## config.mk

```make
export PLATFORM = sky130hd
export DESIGN_NAME = hw_seq_ctrl
export DESIGN_NICKNAME = d
export VERILOG_FILES = /design/src/rtl/seqc_pkg.sv /design/src/rtl/seqc_timing.sv /design/src/rtl/seqc_decode.sv /design/src/rtl/seqc_ctrl.sv /design/src/rtl/seqc_datapath.sv /design/src/rtl/hw_seq_ctrl.sv
export SDC_FILE = /design/constraint.sdc
export NUM_CORES = 1
export LEC_CHECK = 0
export BUFFER_PORTS_ARGS = -buffer_cell sky130_fd_sc_hd__buf_2
export CAP_MARGIN = 15
export CORE_UTILIZATION = 40
export CTS_BUF_LIST = sky130_fd_sc_hd__clkbuf_16
export CTS_CLUSTER_DIAMETER = 120
export CTS_CLUSTER_SIZE = 8
export DETAILED_ROUTE_END_ITERATION = 7
export PLACE_DENSITY = 0.62
export SYNTH_ARGS = -nofsm -noshare
export SYNTH_HDL_FRONTEND = slang
export SYNTH_SLANG_ARGS = --single-unit
```

## constraint.sdc

```tcl
create_clock -name clk -period 3 [get_ports clk]
set_input_delay 0.3 -clock clk [delete_from_list [all_inputs] [get_ports clk]]
set_output_delay 0.3 -clock clk [all_outputs]
set_load 0.02 [all_outputs]
```

## src/rtl/seqc_pkg.sv

```systemverilog
package seqc_pkg;

   // Bus source codes: the numeric values are the select encoding of the shared bus
   typedef enum logic [2:0] {
      BUS_NONE = 3'd0,
      BUS_AR   = 3'd1,
      BUS_PC   = 3'd2,
      BUS_DR   = 3'd3,
      BUS_AC   = 3'd4,
      BUS_IR   = 3'd5,
      BUS_MEM  = 3'd7
   } bus_sel_e;

   typedef enum logic [3:0] {
      ALU_HOLD,
      ALU_AND,
      ALU_ADD,
      ALU_LOAD,
      ALU_CLA,
      ALU_CLE,
      ALU_CMA,
      ALU_CME,
      ALU_CIR,
      ALU_CIL,
      ALU_INC
   } alu_op_e;

   typedef struct packed {
      bus_sel_e bus_sel;
      logic     ar_ld;
      logic     ar_inr;
      logic     pc_ld;
      logic     pc_inr;
      logic     dr_ld;
      logic     dr_inr;
      logic     ir_ld;
      logic     i_ld;
      logic     mem_we;
      logic     sc_clr;
      logic     halt_set;
      alu_op_e  alu_op;
   } ctrl_t;

   // Opcode line indices
   localparam int OP_AND = 0;
   localparam int OP_ADD = 1;
   localparam int OP_LDA = 2;
   localparam int OP_STA = 3;
   localparam int OP_BUN = 4;
   localparam int OP_BSA = 5;
   localparam int OP_ISZ = 6;
   localparam int OP_REG = 7;

   // Register-form operation bits in the address field
   localparam int RB_CLA = 11;
   localparam int RB_CLE = 10;
   localparam int RB_CMA = 9;
   localparam int RB_CME = 8;
   localparam int RB_CIR = 7;
   localparam int RB_CIL = 6;
   localparam int RB_INC = 5;
   localparam int RB_SPA = 4;
   localparam int RB_SNA = 3;
   localparam int RB_SZA = 2;
   localparam int RB_SZE = 1;
   localparam int RB_HLT = 0;

   // Highest phase any sequence reaches, plus one
   localparam int PHASES_USED = 7;

endpackage

```

## src/rtl/seqc_timing.sv

```systemverilog
module seqc_timing #(
   parameter int SC_W   = 4,
   parameter int NUM_PH = 7
) (
   input  logic              clk,
   input  logic              rst_n,
   input  logic              sc_clr,
   input  logic              halt_set,
   output logic [SC_W-1:0]   sc,
   output logic              halted,
   output logic [NUM_PH-1:0] t
);

   localparam int PH_MAX = 1 << SC_W;

   if (NUM_PH > PH_MAX) begin : g_bad_width
      $error("seqc_timing: SC_W too narrow for NUM_PH");
   end

   always_ff @(posedge clk or negedge rst_n) begin
      if (!rst_n) begin
         sc     <= '0;
         halted <= 1'b0;
      end else begin
         if (halt_set) halted <= 1'b1;
         if (!halted) begin
            if (sc_clr) sc <= '0;
            else        sc <= sc + 1'b1;
         end
      end
   end

   for (genvar k = 0; k < NUM_PH; k++) begin : g_phase
      assign t[k] = (sc == SC_W'(k));
   end

endmodule

```

## src/rtl/seqc_decode.sv

```systemverilog
module seqc_decode #(
   parameter int DATA_W = 16,
   parameter int OP_W   = 3
) (
   input  logic                  clk,
   input  logic                  rst_n,
   input  logic [DATA_W-1:0]     ir,
   input  logic                  i_ld,
   output logic [(1<<OP_W)-1:0]  d,
   output logic                  i_q
);

   localparam int OP_HI = DATA_W - 2;
   localparam int N_OPS = 1 << OP_W;

   logic [OP_W-1:0] opf;
   assign opf = ir[OP_HI -: OP_W];

   for (genvar k = 0; k < N_OPS; k++) begin : g_op
      assign d[k] = (opf == OP_W'(k));
   end

   always_ff @(posedge clk or negedge rst_n) begin
      if (!rst_n)    i_q <= 1'b0;
      else if (i_ld) i_q <= ir[DATA_W-1];
   end

endmodule

```

## src/rtl/seqc_ctrl.sv

```systemverilog
module seqc_ctrl
   import seqc_pkg::*;
#(
   parameter int ADDR_W = 12,
   parameter int NUM_PH = 7
) (
   input  logic [NUM_PH-1:0] t,
   input  logic [7:0]        d,
   input  logic              i_q,
   input  logic [ADDR_W-1:0] ir_addr,
   input  logic              dr_zero,
   input  logic              ac_zero,
   input  logic              ac_neg,
   input  logic              e_q,
   output ctrl_t             ctl
);

   always_comb begin
      ctl = '0;
      if (t[0]) begin
         ctl.bus_sel = BUS_PC;
         ctl.ar_ld   = 1'b1;
      end
      if (t[1]) begin
         ctl.bus_sel = BUS_MEM;
         ctl.ir_ld   = 1'b1;
         ctl.pc_inr  = 1'b1;
      end
      if (t[2]) begin
         ctl.bus_sel = BUS_IR;
         ctl.ar_ld   = 1'b1;
         ctl.i_ld    = 1'b1;
      end
      if (t[3]) begin
         if (!d[OP_REG]) begin
            if (i_q) begin
               ctl.bus_sel = BUS_MEM;
               ctl.ar_ld   = 1'b1;
            end
         end else begin
            ctl.sc_clr = 1'b1;
            if (!i_q) begin
               if      (ir_addr[RB_CLA]) ctl.alu_op   = ALU_CLA;
               else if (ir_addr[RB_CLE]) ctl.alu_op   = ALU_CLE;
               else if (ir_addr[RB_CMA]) ctl.alu_op   = ALU_CMA;
               else if (ir_addr[RB_CME]) ctl.alu_op   = ALU_CME;
               else if (ir_addr[RB_CIR]) ctl.alu_op   = ALU_CIR;
               else if (ir_addr[RB_CIL]) ctl.alu_op   = ALU_CIL;
               else if (ir_addr[RB_INC]) ctl.alu_op   = ALU_INC;
               else if (ir_addr[RB_SPA]) ctl.pc_inr   = !ac_neg;
               else if (ir_addr[RB_SNA]) ctl.pc_inr   = ac_neg;
               else if (ir_addr[RB_SZA]) ctl.pc_inr   = ac_zero;
               else if (ir_addr[RB_SZE]) ctl.pc_inr   = !e_q;
               else if (ir_addr[RB_HLT]) ctl.halt_set = 1'b1;
            end
         end
      end
      if (t[4]) begin
         if (d[OP_AND] || d[OP_ADD] || d[OP_LDA] || d[OP_ISZ]) begin
            ctl.bus_sel = BUS_MEM;
            ctl.dr_ld   = 1'b1;
         end else if (d[OP_STA]) begin
            ctl.bus_sel = BUS_AC;
            ctl.mem_we  = 1'b1;
            ctl.sc_clr  = 1'b1;
         end else if (d[OP_BUN]) begin
            ctl.bus_sel = BUS_AR;
            ctl.pc_ld   = 1'b1;
            ctl.sc_clr  = 1'b1;
         end else if (d[OP_BSA]) begin
            ctl.bus_sel = BUS_PC;
            ctl.mem_we  = 1'b1;
            ctl.ar_inr  = 1'b1;
         end
      end
      if (t[5]) begin
         if (d[OP_AND]) begin
            ctl.alu_op = ALU_AND;
            ctl.sc_clr = 1'b1;
         end else if (d[OP_ADD]) begin
            ctl.alu_op = ALU_ADD;
            ctl.sc_clr = 1'b1;
         end else if (d[OP_LDA]) begin
            ctl.alu_op = ALU_LOAD;
            ctl.sc_clr = 1'b1;
         end else if (d[OP_BSA]) begin
            ctl.bus_sel = BUS_AR;
            ctl.pc_ld   = 1'b1;
            ctl.sc_clr  = 1'b1;
         end else if (d[OP_ISZ]) begin
            ctl.dr_inr = 1'b1;
         end
      end
      if (t[6] && d[OP_ISZ]) begin
         ctl.bus_sel = BUS_DR;
         ctl.mem_we  = 1'b1;
         ctl.pc_inr  = dr_zero;
         ctl.sc_clr  = 1'b1;
      end
   end

endmodule

```

## src/rtl/seqc_datapath.sv

```systemverilog
module seqc_datapath
   import seqc_pkg::*;
#(
   parameter int DATA_W     = 16,
   parameter int ADDR_W     = 12,
   parameter bit CARRY_TO_E = 1'b1
) (
   input  logic              clk,
   input  logic              rst_n,
   input  ctrl_t             ctl,
   input  logic [DATA_W-1:0] mem_rdata,
   output logic [DATA_W-1:0] bus,
   output logic [ADDR_W-1:0] ar,
   output logic [ADDR_W-1:0] pc,
   output logic [DATA_W-1:0] ir,
   output logic [DATA_W-1:0] ac,
   output logic              e,
   output logic              dr_zero,
   output logic              ac_zero,
   output logic              ac_neg
);

   logic [DATA_W-1:0] dr;
   logic [DATA_W:0]   add_full;
   logic              add_e;

   always_comb begin
      unique case (ctl.bus_sel)
         BUS_AR:  bus = DATA_W'(ar);
         BUS_PC:  bus = DATA_W'(pc);
         BUS_DR:  bus = dr;
         BUS_AC:  bus = ac;
         BUS_IR:  bus = ir;
         BUS_MEM: bus = mem_rdata;
         default: bus = '0;
      endcase
   end

   assign add_full = {1'b0, ac} + {1'b0, dr};

   if (CARRY_TO_E) begin : g_carry_e
      assign add_e = add_full[DATA_W];
   end else begin : g_keep_e
      assign add_e = e;
   end

   assign dr_zero = (dr == '0);
   assign ac_zero = (ac == '0);
   assign ac_neg  = ac[DATA_W-1];

   always_ff @(posedge clk or negedge rst_n) begin
      if (!rst_n) begin
         ar <= '0;
         pc <= '0;
         dr <= '0;
         ir <= '0;
      end else begin
         if (ctl.ar_ld)       ar <= bus[ADDR_W-1:0];
         else if (ctl.ar_inr) ar <= ar + 1'b1;
         if (ctl.pc_ld)       pc <= bus[ADDR_W-1:0];
         else if (ctl.pc_inr) pc <= pc + 1'b1;
         if (ctl.dr_ld)       dr <= bus;
         else if (ctl.dr_inr) dr <= dr + 1'b1;
         if (ctl.ir_ld)       ir <= bus;
      end
   end

   always_ff @(posedge clk or negedge rst_n) begin
      if (!rst_n) begin
         ac <= '0;
         e  <= 1'b0;
      end else begin
         case (ctl.alu_op)
            ALU_AND:  ac <= ac & dr;
            ALU_ADD: begin
               ac <= add_full[DATA_W-1:0];
               e  <= add_e;
            end
            ALU_LOAD: ac <= dr;
            ALU_CLA:  ac <= '0;
            ALU_CLE:  e  <= 1'b0;
            ALU_CMA:  ac <= ~ac;
            ALU_CME:  e  <= ~e;
            ALU_CIR: begin
               ac <= {e, ac[DATA_W-1:1]};
               e  <= ac[0];
            end
            ALU_CIL: begin
               ac <= {ac[DATA_W-2:0], e};
               e  <= ac[DATA_W-1];
            end
            ALU_INC:  ac <= ac + 1'b1;
            default: ;
         endcase
      end
   end

endmodule

```

## src/rtl/hw_seq_ctrl.sv

```systemverilog
module hw_seq_ctrl
   import seqc_pkg::*;
#(
   parameter int DATA_W     = 16,
   parameter int ADDR_W     = 12,
   parameter int OP_W       = 3,
   parameter int SC_W       = 4,
   parameter bit CARRY_TO_E = 1'b1
) (
   input  logic              clk,
   input  logic              rst_n,
   output logic [ADDR_W-1:0] mem_addr,
   input  logic [DATA_W-1:0] mem_rdata,
   output logic [DATA_W-1:0] mem_wdata,
   output logic              mem_we,
   output logic [DATA_W-1:0] ac_q,
   output logic              e_q,
   output logic [ADDR_W-1:0] pc_q,
   output logic              halted,
   output logic [SC_W-1:0]   phase
);

   localparam int NUM_PH = PHASES_USED;
   localparam int N_OPS  = 1 << OP_W;

   if (DATA_W != ADDR_W + OP_W + 1) begin : g_bad_fmt
      $error("hw_seq_ctrl: DATA_W must equal ADDR_W + OP_W + 1");
   end
   if (OP_W != 3) begin : g_bad_op
      $error("hw_seq_ctrl: sequencer decodes exactly eight opcodes");
   end
   if (ADDR_W < 12) begin : g_bad_addr
      $error("hw_seq_ctrl: register-form bits need ADDR_W >= 12");
   end

   ctrl_t               ctl;
   logic [NUM_PH-1:0]   t;
   logic [N_OPS-1:0]    d;
   logic                i_q;
   logic [DATA_W-1:0]   ir;
   logic [DATA_W-1:0]   bus;
   logic [ADDR_W-1:0]   ar;
   logic                dr_zero, ac_zero, ac_neg;

   seqc_timing #(.SC_W(SC_W), .NUM_PH(NUM_PH)) u_timing (
      .clk      (clk),
      .rst_n    (rst_n),
      .sc_clr   (ctl.sc_clr),
      .halt_set (ctl.halt_set),
      .sc       (phase),
      .halted   (halted),
      .t        (t)
   );

   seqc_decode #(.DATA_W(DATA_W), .OP_W(OP_W)) u_decode (
      .clk   (clk),
      .rst_n (rst_n),
      .ir    (ir),
      .i_ld  (ctl.i_ld),
      .d     (d),
      .i_q   (i_q)
   );

   seqc_ctrl #(.ADDR_W(ADDR_W), .NUM_PH(NUM_PH)) u_ctrl (
      .t       (t),
      .d       (d),
      .i_q     (i_q),
      .ir_addr (ir[ADDR_W-1:0]),
      .dr_zero (dr_zero),
      .ac_zero (ac_zero),
      .ac_neg  (ac_neg),
      .e_q     (e_q),
      .ctl     (ctl)
   );

   seqc_datapath #(.DATA_W(DATA_W), .ADDR_W(ADDR_W), .CARRY_TO_E(CARRY_TO_E)) u_dp (
      .clk       (clk),
      .rst_n     (rst_n),
      .ctl       (ctl),
      .mem_rdata (mem_rdata),
      .bus       (bus),
      .ar        (ar),
      .pc        (pc_q),
      .ir        (ir),
      .ac        (ac_q),
      .e         (e_q),
      .dr_zero   (dr_zero),
      .ac_zero   (ac_zero),
      .ac_neg    (ac_neg)
   );

   assign mem_addr  = ar;
   assign mem_wdata = bus;
   assign mem_we    = ctl.mem_we;

endmodule

```

## After elaboration in Yosys (flattened, before gate mapping)

Cells that the tools add are included.

- Register bits: 79

- Add/sub/neg operators: 6
- Eq/ne operators: 29
- Mux-type cells: 99
- Bitwise gates (word level): 3
- Reduce and logical (&&, ||, !) cells: 15

Operator list:

| operator | number |
|---|---|
| $pmux 16 s8 | 1 |
| $pmux 16 s6 | 1 |
| $mux 4 | 16 |
| $mux 1 | 51 |
| $mux 12 | 4 |
| $mux 3 | 13 |
| $add 16x1->16 const B | 2 |
| $logic_not 16->1 | 2 |
| $mux 16 | 2 |
| $eq 4x3->1 const B | 7 |
| $add 12x1->12 const B | 2 |
| $eq 3x3->1 const B | 7 |
| $add 16x16->17 | 1 |
| $and 16x16->16 | 1 |
| $eq 4x2->1 const B | 4 |
| $not 16->16 | 1 |
| $mux 2 | 7 |
| $eq 3x2->1 const B | 4 |
| $eq 4x4->1 const B | 3 |
| $mux 6 | 2 |
| $eq 4x1->1 const B | 2 |
| $reduce_bool 8->1 | 1 |
| $eq 3x1->1 const B | 2 |
| $reduce_bool 2->1 | 3 |
| other kinds (10) | 13 |

## Longest topological paths before layout

Gate-level depths: netlist of the first run.

- Depth after elaboration: 26
- Depth in mapped cells: 11

## Cells and area by module

A second synthesis of the first run with hierarchy kept.

- Cell total of the unflattened synthesis: 881
- Area, all modules: 7220.7 um^2

Modules (own cells, without submodules):

| module | times used | cells each | area each (um^2) |
|---|---|---|---|
| seqc_datapath | 1 | 761 | 6342.3 |
| seqc_ctrl | 1 | 75 | 451.7 |
| seqc_timing | 1 | 35 | 325.3 |
| seqc_decode | 1 | 10 | 101.3 |

## Worst setup path after synthesis of the first run

Ideal clock, no wire load.

- Kind: flip-flop to output port
- Start: register u_timing.sc[0]
- End: output port mem_wdata[1]
- Data arrival time: 2.591 ns
- Data required time: 2.700 ns
- Slack: 0.109 ns
- Cell stages (with the launch flop): 11
- Cells stage by stage: dfrtp_1 -> inv_1 -> ha_1 -> nor2_1 -> nor3_1 -> o311a_1 -> a2111oi_4 -> buf_4 -> buf_2 -> nand2_1 -> nand2_1

- Longest elaborated chain between the ends: 20
- Elaborated cells between the ends (all ways): 32
- Classes of those cells: 12 x eq/ne; 18 x mux; 2 x reduce/logical

RTL lines:

| what | RTL line | RTL |
|---|---|---|
| start: declaration | seqc_timing.sv:9 | `output logic [SC_W-1:0] sc,` |
| start signal: assignment | seqc_timing.sv:28 | `else sc <= sc + 1'b1;` |
| $logic_not 4->1 | seqc_timing.sv:34 | `assign t[k] = (sc == SC_W'(k));` |
| $mux 3 | seqc_ctrl.sv:20 | `if (t[0]) begin` |
| $mux 3 | seqc_ctrl.sv:24 | `if (t[1]) begin` |
| $mux 4 | seqc_ctrl.sv:29 | `if (t[2]) begin` |
| $mux 4 | seqc_ctrl.sv:36 | `if (i_q) begin` |
| $mux 4 | seqc_ctrl.sv:35 | `if (!d[OP_REG]) begin` |
| $mux 4 | seqc_ctrl.sv:34 | `if (t[3]) begin` |
| $mux 3 | seqc_ctrl.sv:70 | `end else if (d[OP_BSA]) begin` |
| [... 4 more ...] | n/a |  |
| $mux 3 | seqc_ctrl.sv:86 | `end else if (d[OP_BSA]) begin` |
| $mux 3 | seqc_ctrl.sv:83 | `end else if (d[OP_LDA]) begin` |
| $mux 3 | seqc_ctrl.sv:80 | `end else if (d[OP_ADD]) begin` |
| $mux 3 | seqc_ctrl.sv:77 | `if (d[OP_AND]) begin` |
| $mux 3 | seqc_ctrl.sv:76 | `if (t[5]) begin` |
| $mux 3 (*) | seqc_ctrl.sv:94 | `if (t[6] && d[OP_ISZ]) begin` |
| $eq 3x3->1 (tied with other cells) | seqc_datapath.sv:28 | `unique case (ctl.bus_sel)` |
| $pmux 16 s6 (*) | seqc_datapath.sv:28 |  |
| end: declaration | hw_seq_ctrl.sv:14 | `output logic [DATA_W-1:0] mem_wdata,` |

Every way passes the cells marked *; elsewhere a longest branch is shown, timed or not.

## Worst setup path in the final report of the first run

- Start: register u_timing.sc[0]
- End: output port mem_wdata[7]

Same word-level chain as after synthesis.

==> reports/metrics.yaml, run 1 <==
cts-root-buf: "clkbuf_16"
p_per_area_nw_per_um2: 1280
drive_gt1_frac: 0.329
period_minus_slack_ns: 3.17
grt_start_max_net_pins: 30
drv_slew: 0
r2r_start: "u_timing.sc[1]"
placedInstanceArea_sq_um: 8120
setup_ws_ns: -0.169
grt_use_total: 0.300
firstDrtPassIters: 6
hp-class: "in -> async"
area_growth_pct: 32.7
crit_required_ns: 2.70
num_rows: 47
coreArea_sq_um: 16800
slowest_delay_ns: 0.46
cp-start-kind: "flop"
synthCells: 840
failed_checks: "negative setup slack"
path_class: "reg -> out"
pin_count: 81
synth-seq-cells: 79
synth_edf_count: 0
status: "complete, but fails checks"
die_x_microns: 134
postRouteAntennaNets: 0
yosys.area.top_type: "dfrtp_1"
rrSetupSlack_ns: 0.03
fin_setup_tns_ns: -1.20
critPathCaptureType: "output pin"
max_freq_mhz: 316
cts_num_sinks: 79
gr-total-overflow: 0
worstMarginPinSlew_ns: 0.606
drc: 0
cts_buffers: 9
drt_iter0_drc: 772
leakagePower_nw: 4.09
vias: 7715
synth-main-ff-cell: "dfrtp_1"
crit_family: "compound AO/OA/AOI/OAI gates"
timing.slew.headroom: 0.585
portBuffers: 80
wl_per_cell_microns: 21.6
die_area_sq_um: 17800
crit_fanout: 7
fin_nets: 1052
reg2reg_depth: 10
r2r_end: "u_dp.ac[5]"
start_util: 0.413
grt_pass1_wl_microns: 41000
path_clk_slew_ns: 0.07
ys_types: 81
rsz0062_at_grt: "true"
final_cell_area_sq_um: 9180
antenna_found_initial: 0
yosys_warnings: 0
clock_path_buffers: 2
die_h_microns: 134
syn_nets: 885
clock_latency_ns: 0.36
min_period_over_period: 1.06
yosysTopAreaCellShare: 0.286
post-route-util: 0.548
synth_area_leaders: "dfrtp_1, mux2_2, ha_1"
num_antenna_cells: 0
crit_buf_inv: 3
ys_seq_area_frac: 0.286
finClkSkew_ns: 0.0182
vias_per_cell: 6.26
setup_viol: 12
synth_area_sq_um: 6920
cts_tree: "yes"
syn_area_per_cell_sq_um: 8.24
arrival_ns: 2.87
fin_hold_ws_ns: 0.408
dp_hpwl_microns: 19700
crit_slowest_cell: "dfrtp_2"
crit_chain: "buf_6 -> ha_4 -> nor2_4 -> nor3_1 -> o311a_4 -> a2111oi_4 -> bufbuf_16 -> a222oi_1 -> o21ai_1 -> buf_4"
vdd_ir_drop_max_mv: 1.04
synth-async-reset-ratio: 1.00
drv_cap: 0
cts_max_level: 3
hold_violations: 0
grt_pass1_vias: 7377
wl_microns: 26600
place.gp.congestion: 0.915
flip-flops by register name, summed over array words and instances (netlist names):
signal,count
u_dp.ac,16
u_decode.i_q,1
u_dp.e,1
u_dp.ar,12
u_timing.sc,4
u_dp.pc,12
u_timing.halted,1
u_dp.ir,16
u_dp.dr,16
worst register-to-register path: cells and delay by family (launching register included):
| family | cells | cell delay, ns |
|---|---|---|
| AO/OA/AOI/OAI | 4 | 0.77 |
| adder cells (fa/ha/maj) | 1 | 0.18 |
| buffers and inverters | 2 | 0.31 |
| flip-flops | 1 | 0.44 |
| multiplexers | 1 | 0.30 |
| AND/OR/NAND/NOR | 2 | 0.86 |
cells by family after synthesis:
kind of cell | Yosys count | share of synthesized area
AO/OA/AOI/OAI | 253 | 0.259
XOR/XNOR | 43 | 0.0544
adder cells (fa/ha/maj) | 27 | 0.0499
buffers and inverters | 89 | 0.0571
flip-flops | 79 | 0.286
multiplexers | 43 | 0.0682
AND/OR/NAND/NOR | 306 | 0.226
cell usage after synthesis, drive strengths merged, types with 14 or more instances:
master and number:
xor2 16, nand2 86, nand4 20, a21oi 44, clkbuf 35, a222oi 14
mux2 30, nand3 41, inv 30, nor2 71, xnor2 27, ha 26
o21ai 65, buf 23, dfrtp 79
how the worst max path moves through the flow:
stage | startpoint | endpoint | slack [ns] | depth (start not counted)
floorplan | u_timing.sc[0] | mem_wdata[1] | 0.11 | 10
global placement | u_timing.sc[1] | mem_wdata[9] | -0.27 | 11
detailed placement | u_timing.sc[1] | u_dp.ac[13] | 0.04 | 10
CTS | u_timing.sc[1] | mem_wdata[2] | -0.12 | 14
global route | u_timing.sc[0] | mem_wdata[0] | -0.24 | 10
finish | u_timing.sc[0] | mem_wdata[7] | -0.17 | 10
layer usage:
layer,vias to the layer above,GRT usage,share of wire
met4,0,0.133,0.035
met3,70,0.0502,0.074
met5,-,0,0
li1,3512,-,-
met2,405,0.486,0.47
met1,3728,0.392,0.42
metrics by stage:
| stage | total power (W) | instances | worst slack (ns) |
|---|---|---|---|
| detailed placement | 0.00910 | 1186 | 0.0442 |
| finish | 0.0118 | 1232 | -0.169 |
| CTS | 0.0112 | 1225 | -0.121 |
| floorplan | 0.00646 | 840 | 0.109 |
| global route | 0.0124 | 1232 | -0.240 |
| global placement | 0.00906 | 1185 | -0.271 |
final cells by class:
type / instances / area (sq um)
Multi-Input combinational cell: 672 / 4910
Sequential cell: 79 / 1980
Tap cell: 220 / 275
Timing Repair Buffer: 214 / 1600
Clock buffer: 9 / 225
Fill cell: 1525 / 7580
Clock inverter: 7 / 78.8
Inverter: 31 / 121
layout by cell type, fill, tap and decap left out, drive strengths merged, types with 14 or more instances in the layout:
cell type,netlist,final
a21oi,44,44
a222oi,14,14
buf,23,211
dfrtp,79,79
ha,26,26
inv,30,33
mux2,30,30
nand2,86,86
nand3,41,41
nand4,20,20
nor2,71,71
o21ai,65,65
xnor2,27,27
xor2,16,16
timing repair:
action	CTS	global route
hold endpoints to repair	26	0
buffers inserted	21	9
resized for setup	77	56
gates cloned	2	0
hold buffers	1	0
pin swaps	15	17
endpoints found under the setup margin	16	22
power by group:
part / internal, W / switching, W
Clock: 0.000656 / 0.000524
Sequential: 0.00154 / 0.000815
Combinational: 0.00368 / 0.00454
Total: 0.00588 / 0.00587
No activity file was read; power rests on OpenSTA's default activity.
==> run 2, diff against run 1 <==
- RECOVER_POWER: not set -> 50
==> reports/metrics.yaml, run 2 (synthesized netlist as in run 1, its figures left out) <==
portBuffers: 80  # unchanged
cts-root-buf: "clkbuf_16"
vias: 7701  # -0.18%
placedInstanceArea_sq_um: 8120  # unchanged
fin_setup_tns_ns: -1.14  # +0.0604 ns
drt_iter0_drc: 769  # -0.39%
setup_viol: 13  # +1
worstMarginPinSlew_ns: 1.74  # +1.13 ns
die_x_microns: 134  # unchanged
num_antenna_cells: 0  # unchanged
final_cell_area_sq_um: 9140  # -0.44%
grt_use_met1: 0.392  # unchanged
grt_pass1_wl_microns: 41000  # unchanged
cts_num_sinks: 79  # unchanged
multiInputGateArea_sq_um: 4910  # unchanged
crit_required_ns: 2.70  # about the same
setup_ws_ns: -0.156  # +0.0132 ns
cp-start-kind: "flop"
place.gp.congestion: 0.915  # unchanged
antenna_found_initial: 0  # unchanged
crit_fanout: 7  # unchanged
drive_gt1_frac: 0.305  # -0.0237
fillers: 1536  # +0.72%
firstDrtPassIters: 5  # -1
rsz0062_at_grt: "true"
cts_buffers: 9  # unchanged
drv_cap: 1  # +1
vdd_ir_drop_max_mv: 1.03  # -0.85%
reg.largest.list: "u_dp.ac x16, u_dp.dr x16, u_dp.ir x16"
max_freq_mhz: 317  # +0.42%
fin_nets: 1052  # unchanged
min-delay-start: "mem_rdata[1]"
hold_path_depth: 4
grt_use_total: 0.300  # unchanged
period_minus_slack_ns: 3.16  # -0.0132 ns
layout_common_cells: "buf_4, nand2_1, dfrtp_1, nor2_1, o21ai_0"
holdPathEnd: "u_dp.ir[1]"
r2r_end: "u_dp.ac[5]"
cts_tree: "yes"
num_rows: 47  # unchanged
wl_per_cell_microns: 21.6  # about the same
use_met2: 0.486  # unchanged
path_class: "reg -> out"
vias_per_cell: 6.25  # -0.18%
path_clk_slew_ns: 0.07  # about the same
p_per_area_nw_per_um2: 1280  # +0.15%
min_period_over_period: 1.05  # -0.00439
die_area_sq_um: 17800  # unchanged
clock_path_buffers: 2  # unchanged
grtUsageMet3: 0.0502  # unchanged
finClkSkew_ns: 0.0180  # -0.000201 ns
status: "complete, but fails checks"
grt_pass1_vias: 7377  # unchanged
r2r_start: "u_timing.sc[1]"
drc: 0  # unchanged
grt_start_max_net_pins: 30  # unchanged
timing.slew.headroom: -0.159  # -0.744
drv_slew: 29  # +29
dp_hpwl_microns: 19700  # unchanged
area_growth_pct: 32.1
grt-busiest-layer: "met2"
regArea_sq_um: 1980  # unchanged
start_util: 0.413  # unchanged
failed_checks: "max-capacitance violations, max-slew violations, negative setup slack"
reg2reg_depth: 10  # unchanged
cts_max_level: 3  # unchanged
critPathCaptureType: "output pin"
wl_microns: 26600  # about the same
hold_violations: 0  # unchanged
hp-class: "in -> reg"
final_common_cell: "buf_4"
leakagePower_nw: 4.01  # -2.1%
gr-total-overflow: 0  # unchanged
arrival_ns: 2.86  # about the same
rrSetupSlack_ns: 0  # -0.03 ns
coreArea_sq_um: 16800  # unchanged
clock_latency_ns: 0.36  # about the same
pin_count: 81  # unchanged
die_h_microns: 134  # unchanged
postRouteAntennaNets: 0  # unchanged
## run 2: cell count changes in the layout (fill, tap and decap cells not counted), sizes merged
cell / change
buf: -26
clkbuf: +26
## run 2: how the worst max path moves through the flow
stage / endpoint / depth (start not counted) / start / slack [ns]
after CTS: mem_wdata[2] / 14 / u_timing.sc[1] / -0.12
after global routing: mem_wdata[0] / 10 / u_timing.sc[0] / -0.24
after floorplan: mem_wdata[1] / 10 / u_timing.sc[0] / 0.11
after detailed placement: u_dp.ac[13] / 10 / u_timing.sc[1] / 0.04
final: mem_wdata[5] / 10 / u_timing.sc[0] / -0.16
after global placement: mem_wdata[9] / 11 / u_timing.sc[1] / -0.27
## run 2: what timing repair did
item	in CTS	in global routing
hold buffers	1	0
setup endpoints to repair	16	22
pin swaps	15	17
buffers inserted	21	9
gates cloned	2	0
endpoints found under the hold margin	26	0
gates resized for setup	77	56
## run 2: per-layer routing
metal  wire [microns]  vias up
li1                 -     3513
met1            11100     3748
met2            12500      378
met3             2040       62
met4              902        0
met5                0        -
## run 2: final cells by class
type,instances,area share
Clock buffer,9,0.0246
Clock inverter,7,0.00862
Inverter,31,0.0133
Multi-Input combinational cell,672,0.537
Sequential cell,79,0.217
Tap cell,220,0.0301
Timing Repair Buffer,214,0.170
## run 2: worst max-delay path, cell delays in order, from the launching register on
cell and delay (ns):
dfrtp_2 0.46, buf_6 0.14, ha_4 0.18, nor2_4 0.12
nor3_1 0.09, o311a_4 0.35, a2111oi_4 0.45, bufbuf_16 0.33
a222oi_1 0.06, o21ai_1 0.14, buf_4 0.18
## run 2: power by group
group | total (W) | switching, W | internal, W
clock | 0.00118 | 0.000526 | 0.000657
combinational | 0.00818 | 0.00453 | 0.00365
sequential | 0.00236 | 0.000820 | 0.00154
## run 2: through the flow
step | util | hold slack, ns | instances | worst slack (ns) | total power, W
2_1_floorplan | - | 0.00441 | 840 | 0.109 | 0.00646
3_3_place_gp | 0.484 | 0.268 | 1185 | -0.271 | 0.00906
3_5_place_dp | 0.485 | 0.265 | 1186 | 0.0442 | 0.00910
4_1_cts | 0.532 | 0.391 | 1225 | -0.121 | 0.0112
5_1_grt | 0.546 | 0.431 | 1232 | -0.240 | 0.0124
6_report | 0.546 | 0.404 | 1232 | -0.156 | 0.0117
